[config.mk]
export PLATFORM = sky130hd
export DESIGN_NAME = rsm_flag_ctl
export DESIGN_NICKNAME = d
export VERILOG_FILES = /design/src/rtl/rsm_pkg.sv /design/src/rtl/rsm_save_sel.sv /design/src/rtl/rsm_live_reg.sv /design/src/rtl/rsm_bp_gate.sv /design/src/rtl/rsm_flag_ctl.sv
export SDC_FILE = /design/constraint.sdc
export NUM_CORES = 1
export LEC_CHECK = 0
export ABC_AREA = 1
export ABC_CLOCK_PERIOD_IN_PS = 990
export BUFFER_PORTS_ARGS = -buffer_cell sky130_fd_sc_hd__buf_2
export CAP_MARGIN = 15
export CORE_AREA = 2 2 39 41
export CTS_CLUSTER_DIAMETER = 150
export DETAILED_ROUTE_END_ITERATION = 10
export DIE_AREA = 0 0 41 43
export GPL_TIMING_DRIVEN = 0
export PLACE_DENSITY_LB_ADDON = 0.12
export SKIP_CTS_REPAIR_TIMING = 1
export SYNTH_ARGS = -nofsm -noshare
export SYNTH_HDL_FRONTEND = slang
export SYNTH_HIERARCHICAL = 1
export SYNTH_SLANG_ARGS = --single-unit
export TNS_END_PERCENT = 5
[constraint.sdc]
create_clock -name clk -period 0.99 [get_ports clk]
set_input_delay 0.198 -clock clk [delete_from_list [all_inputs] [get_ports clk]]
set_output_delay 0.198 -clock clk [all_outputs]
set_load 0.01 [all_outputs]
[src/rtl/rsm_pkg.sv]
package rsm_pkg;
   typedef enum logic [1:0] {
      EVC_FAULT = 2'b00,
      EVC_TRAP  = 2'b01,
      EVC_INTR  = 2'b10,
      EVC_RSVD  = 2'b11
   } evt_class_e;

   typedef enum logic [1:0] {
      RET_IRET = 2'b00,
      RET_TASK = 2'b01,
      RET_POPF = 2'b10,
      RET_RSVD = 2'b11
   } ret_kind_e;

   function automatic logic rsm_restores(input logic [1:0] kind);
      return (kind == RET_IRET) || (kind == RET_TASK);
   endfunction
endpackage

[src/rtl/rsm_save_sel.sv]
module rsm_save_sel
   import rsm_pkg::*;
(
   input  logic [1:0] cls,
   input  logic       ibp,
   input  logic       swint,
   input  logic       rep_mid,
   input  logic       live,
   output logic       val
);
   logic is_fault, is_trap, is_intr;

   always_comb begin
      is_fault = (cls == EVC_FAULT);
      is_trap  = (cls == EVC_TRAP);
      is_intr  = (cls == EVC_INTR);
      if (is_fault && !ibp)
         val = 1'b1;
      else if ((is_trap || is_intr) && rep_mid)
         val = 1'b1;
      else if (is_intr && swint)
         val = 1'b0;
      else
         val = live;
   end
endmodule

[src/rtl/rsm_live_reg.sv]
module rsm_live_reg (
   input  logic clk,
   input  logic rst_n,
   input  logic clr,
   input  logic ld,
   input  logic ld_val,
   output logic q
);
   always_ff @(posedge clk) begin
      if (!rst_n)   q <= 1'b0;
      else if (ld)  q <= ld_val;
      else if (clr) q <= 1'b0;
   end

   a_r8_restore_load: assert property (@(posedge clk) disable iff (!rst_n)
      ld |=> (q == $past(ld_val)));
   a_r2_start_clears: assert property (@(posedge clk) disable iff (!rst_n)
      (clr && !ld) |=> !q);
   a_r9_hold_idle: assert property (@(posedge clk) disable iff (!rst_n)
      (!clr && !ld) |=> $stable(q));
endmodule

[src/rtl/rsm_bp_gate.sv]
module rsm_bp_gate #(
   parameter int NUM_BP = 4
) (
   input  logic              suppress,
   input  logic [NUM_BP-1:0] match,
   output logic [NUM_BP-1:0] fire
);
   for (genvar g = 0; g < NUM_BP; g++) begin : g_slot
      assign fire[g] = match[g] & ~suppress;
   end
endmodule

[src/rtl/rsm_flag_ctl.sv]
module rsm_flag_ctl
   import rsm_pkg::*;
#(
   parameter int NUM_BP   = 4,
   parameter bit SAVE_REG = 1'b1
) (
   input  logic              clk,
   input  logic              rst_n,
   input  logic              insn_start,
   input  logic [NUM_BP-1:0] bp_match,
   input  logic              evt_valid,
   input  logic [1:0]        evt_class,
   input  logic              evt_ibp,
   input  logic              evt_swint,
   input  logic              evt_rep_mid,
   input  logic              ret_valid,
   input  logic [1:0]        ret_kind,
   input  logic              ret_rf_img,
   output logic              rf_live,
   output logic [NUM_BP-1:0] bp_fire,
   output logic              save_vld,
   output logic              save_rf
);
   localparam int MAX_BP = 16;

   if (NUM_BP < 1 || NUM_BP > MAX_BP) begin : g_bad_bp
      $error("rsm_flag_ctl: NUM_BP out of range");
   end

   logic restore_ld;
   logic save_next;

   assign restore_ld = ret_valid && rsm_restores(ret_kind);

   rsm_live_reg i_live (
      .clk    (clk),
      .rst_n  (rst_n),
      .clr    (insn_start),
      .ld     (restore_ld),
      .ld_val (ret_rf_img),
      .q      (rf_live)
   );

   rsm_save_sel i_sel (
      .cls     (evt_class),
      .ibp     (evt_ibp),
      .swint   (evt_swint),
      .rep_mid (evt_rep_mid),
      .live    (rf_live),
      .val     (save_next)
   );

   rsm_bp_gate #(.NUM_BP(NUM_BP)) i_gate (
      .suppress (rf_live),
      .match    (bp_match),
      .fire     (bp_fire)
   );

   if (SAVE_REG) begin : g_save_reg
      always_ff @(posedge clk) begin
         if (!rst_n) begin
            save_vld <= 1'b0;
            save_rf  <= 1'b0;
         end else begin
            save_vld <= evt_valid;
            if (evt_valid) save_rf <= save_next;
         end
      end

      a_r3_fault_saves_one: assert property (@(posedge clk) disable iff (!rst_n)
         (evt_valid && evt_class == EVC_FAULT && !evt_ibp) |=> (save_vld && save_rf));
      a_r4_rep_mid_saves_one: assert property (@(posedge clk) disable iff (!rst_n)
         (evt_valid && (evt_class == EVC_TRAP || evt_class == EVC_INTR) && evt_rep_mid)
         |=> save_rf);
      a_r5_swint_saves_zero: assert property (@(posedge clk) disable iff (!rst_n)
         (evt_valid && evt_class == EVC_INTR && evt_swint && !evt_rep_mid) |=> !save_rf);
      a_r6_ibp_saves_live: assert property (@(posedge clk) disable iff (!rst_n)
         (evt_valid && evt_class == EVC_FAULT && evt_ibp) |=> (save_rf == $past(rf_live)));
      a_r7_hold_when_idle: assert property (@(posedge clk) disable iff (!rst_n)
         !evt_valid |=> (!save_vld && $stable(save_rf)));
   end else begin : g_save_comb
      assign save_vld = evt_valid;
      assign save_rf  = save_next;

      a_r3_fault_saves_one: assert property (@(posedge clk) disable iff (!rst_n)
         (evt_valid && evt_class == EVC_FAULT && !evt_ibp) |-> save_rf);
   end

   a_r10_mask_while_set: assert property (@(posedge clk) disable iff (!rst_n)
      rf_live |-> (bp_fire == '0));
endmodule

==> results.toml <==
[clocking]
clockBufferDepth = 2
cts_root_buffer = "clkbuf_4"
cts_buffers = 3
clk_pin_slew_ns = 0.04
cts_tree = "yes"
cts_max_level = 1
clk_latency_ns = 0.23
cts_sinks = 3

[power_and_ir_drop]
p_leak_nw = 0.256
ir_worst_vdd_mv = 0.466
power_density_nw_per_um2 = 1190

[die]
start_util = 0.149
pin_count = 24
fp.dieArea_sq_um = 1760
rows = 14
core_region_area_sq_um = 1380
die_h_microns = 43
die_w_microns = 41

[routing]
antenna_left = 0
first_pass_iters = 1
vias = 259
vias_per_cell = 3.28
drt-initial-drc-count = 0
wl_per_cell_microns = 6.34
drt_wl_total_microns = 501
drcViolationCount = 0

[cells_and_area]
final_util = 0.270
final_area_sq_um = 374
antenna_cells = 0
fillerInstances = 163
layout.cells.non_filler = 79
areaGrowthSynthToFinish_pct = 81.2
finalNetCount = 83
drive_above_1_share = 0.444

[sta]
clock.fmax_ghz = 1.02
slew_headroom = 0.913
hold_violations = 0
setup_viol = 0
timing.final.crit_share = 0.992
maxSlewViolCount = 0
period_needed_ns = 0.983
worst_slew_pin_slew_ns = 0.130
final.setup.tns_ns = 0
skew_ns = 0.00133
rsz0062_at_grt = "true"

[logic_synthesis]
synthCells = 36
ys_seq_area_frac = 0.291
yosys_register_bits = 3
yosysUniqueCellTypes = 8
synth_fp_nets = 55
syn_area_per_cell_sq_um = 5.73
syn_area_sq_um = 206
yosysWarnings = 6

[critical_path]
r2r_setup_slack_ns = 0.22
cp.arrival_ns = 0.78
start_kind = "flop"
crit_type = "reg -> out"
cp.required_ns = 0.79
end_kind = "primary output"
crit_fanout = 7
ff2ff_path_depth = 6

[hold_path]
worstHoldPathType = "in -> reg"
min_path_cells = 3

[run]
max-cap-violations = 0

[placement]
placed_area_sq_um = 337
hpwl_microns = 426
place.gp.congestion = 0.557
placedCellCount = 74
port_buffers = 22

[global_route]
overflow = 0
antenna_found_initial = 0
grt_pass1_vias = 178
grt_pass1_wl_microns = 614
track_usage = 0.0581
grt_max_degree = 8

[outcome]
status = "complete, no violations"
## stage by stage
stage	hold WS (ns)	total power, mW	worst slack (ns)
4_1_cts	0.176	0.462	-0.0995
2_1_floorplan	0.291	0.183	0.0783
3_5_place_dp	0.424	0.237	-0.0514
3_3_place_gp	0.424	0.236	-0.0485
5_1_grt	0.203	0.490	-0.0340
6_report	0.184	0.446	0.00747
## critical path, cell delays in order (launching register included)
cell     delay [ns]
dfxtp_4        0.35
nor2_1         0.08
buf_2          0.13
## final timing paths
path,start,end
setup / recovery,i_live/q$_SDFFE_PN0P_,bp_fire[0]
hold / removal,evt_valid,save_vld$_SDFF_PN0_
setup reg to reg,i_live/q$_SDFFE_PN0P_,save_rf$_SDFFE_PN0P_
hold reg to reg,save_rf$_SDFFE_PN0P_,save_rf$_SDFFE_PN0P_
## sequential cells by signal (all words and copies together), names as in the netlist
| name | count |
|---|---|
| i_live/q | 1 |
| save_rf | 1 |
| save_vld | 1 |
## cells by family after synthesis
group	synth area share
simple gates	0.345
fa+ha+maj	0.121
flops	0.291
buf+inv	0.218
compound gates	0.0242
## layout make-up
cell class	count	area, sq um	share of cell area
inverters	12	45.0	0.120
repair buffers	23	118	0.314
clock buffers	4	26.3	0.0702
multi-input cells	21	101	0.271
well taps	16	20.0	0.0535
flip-flops and latches	3	63.8	0.171
## power breakdown
| group | switching (mW) | leakage (nW) | internal [mW] |
|---|---|---|---|
| sequential | 0.00522 | 0.0256 | 0.128 |
| clock | 0.0601 | 0.0150 | 0.151 |
| combinational | 0.0480 | 0.215 | 0.0532 |
| total | 0.113 | 0.256 | 0.332 |
## synthesized netlist by cell type
master,number,area share
a21oi_1,1,0.024
dfxtp_1,3,0.29
ha_1,2,0.12
inv_1,12,0.22
nand2_1,9,0.16
nand3_1,1,0.024
nor2_1,7,0.13
nor2_2,1,0.030
## metal layers
layer / wire length [microns] / up-vias / track usage
li1: - / 153 / -
met1: 216 / 95 / 0.0511
met2: 228 / 11 / 0.0750
met3: 56 / 0 / 0.0314
met4: 0 / 0 / 0.0800
met5: 0 / - / 0
## placed cells by master (no fill, tap or decap)
cell type	count
dfxtp_1	2
buf_4	1
nor2_2	1
nor2_1	7
a21oi_1	1
inv_1	12
nand3_1	1
dfxtp_4	1
clkbuf_1	1
nand2_1	9
ha_1	2
buf_2	22
clkbuf_4	3
(Power assumes the default switching activity.)
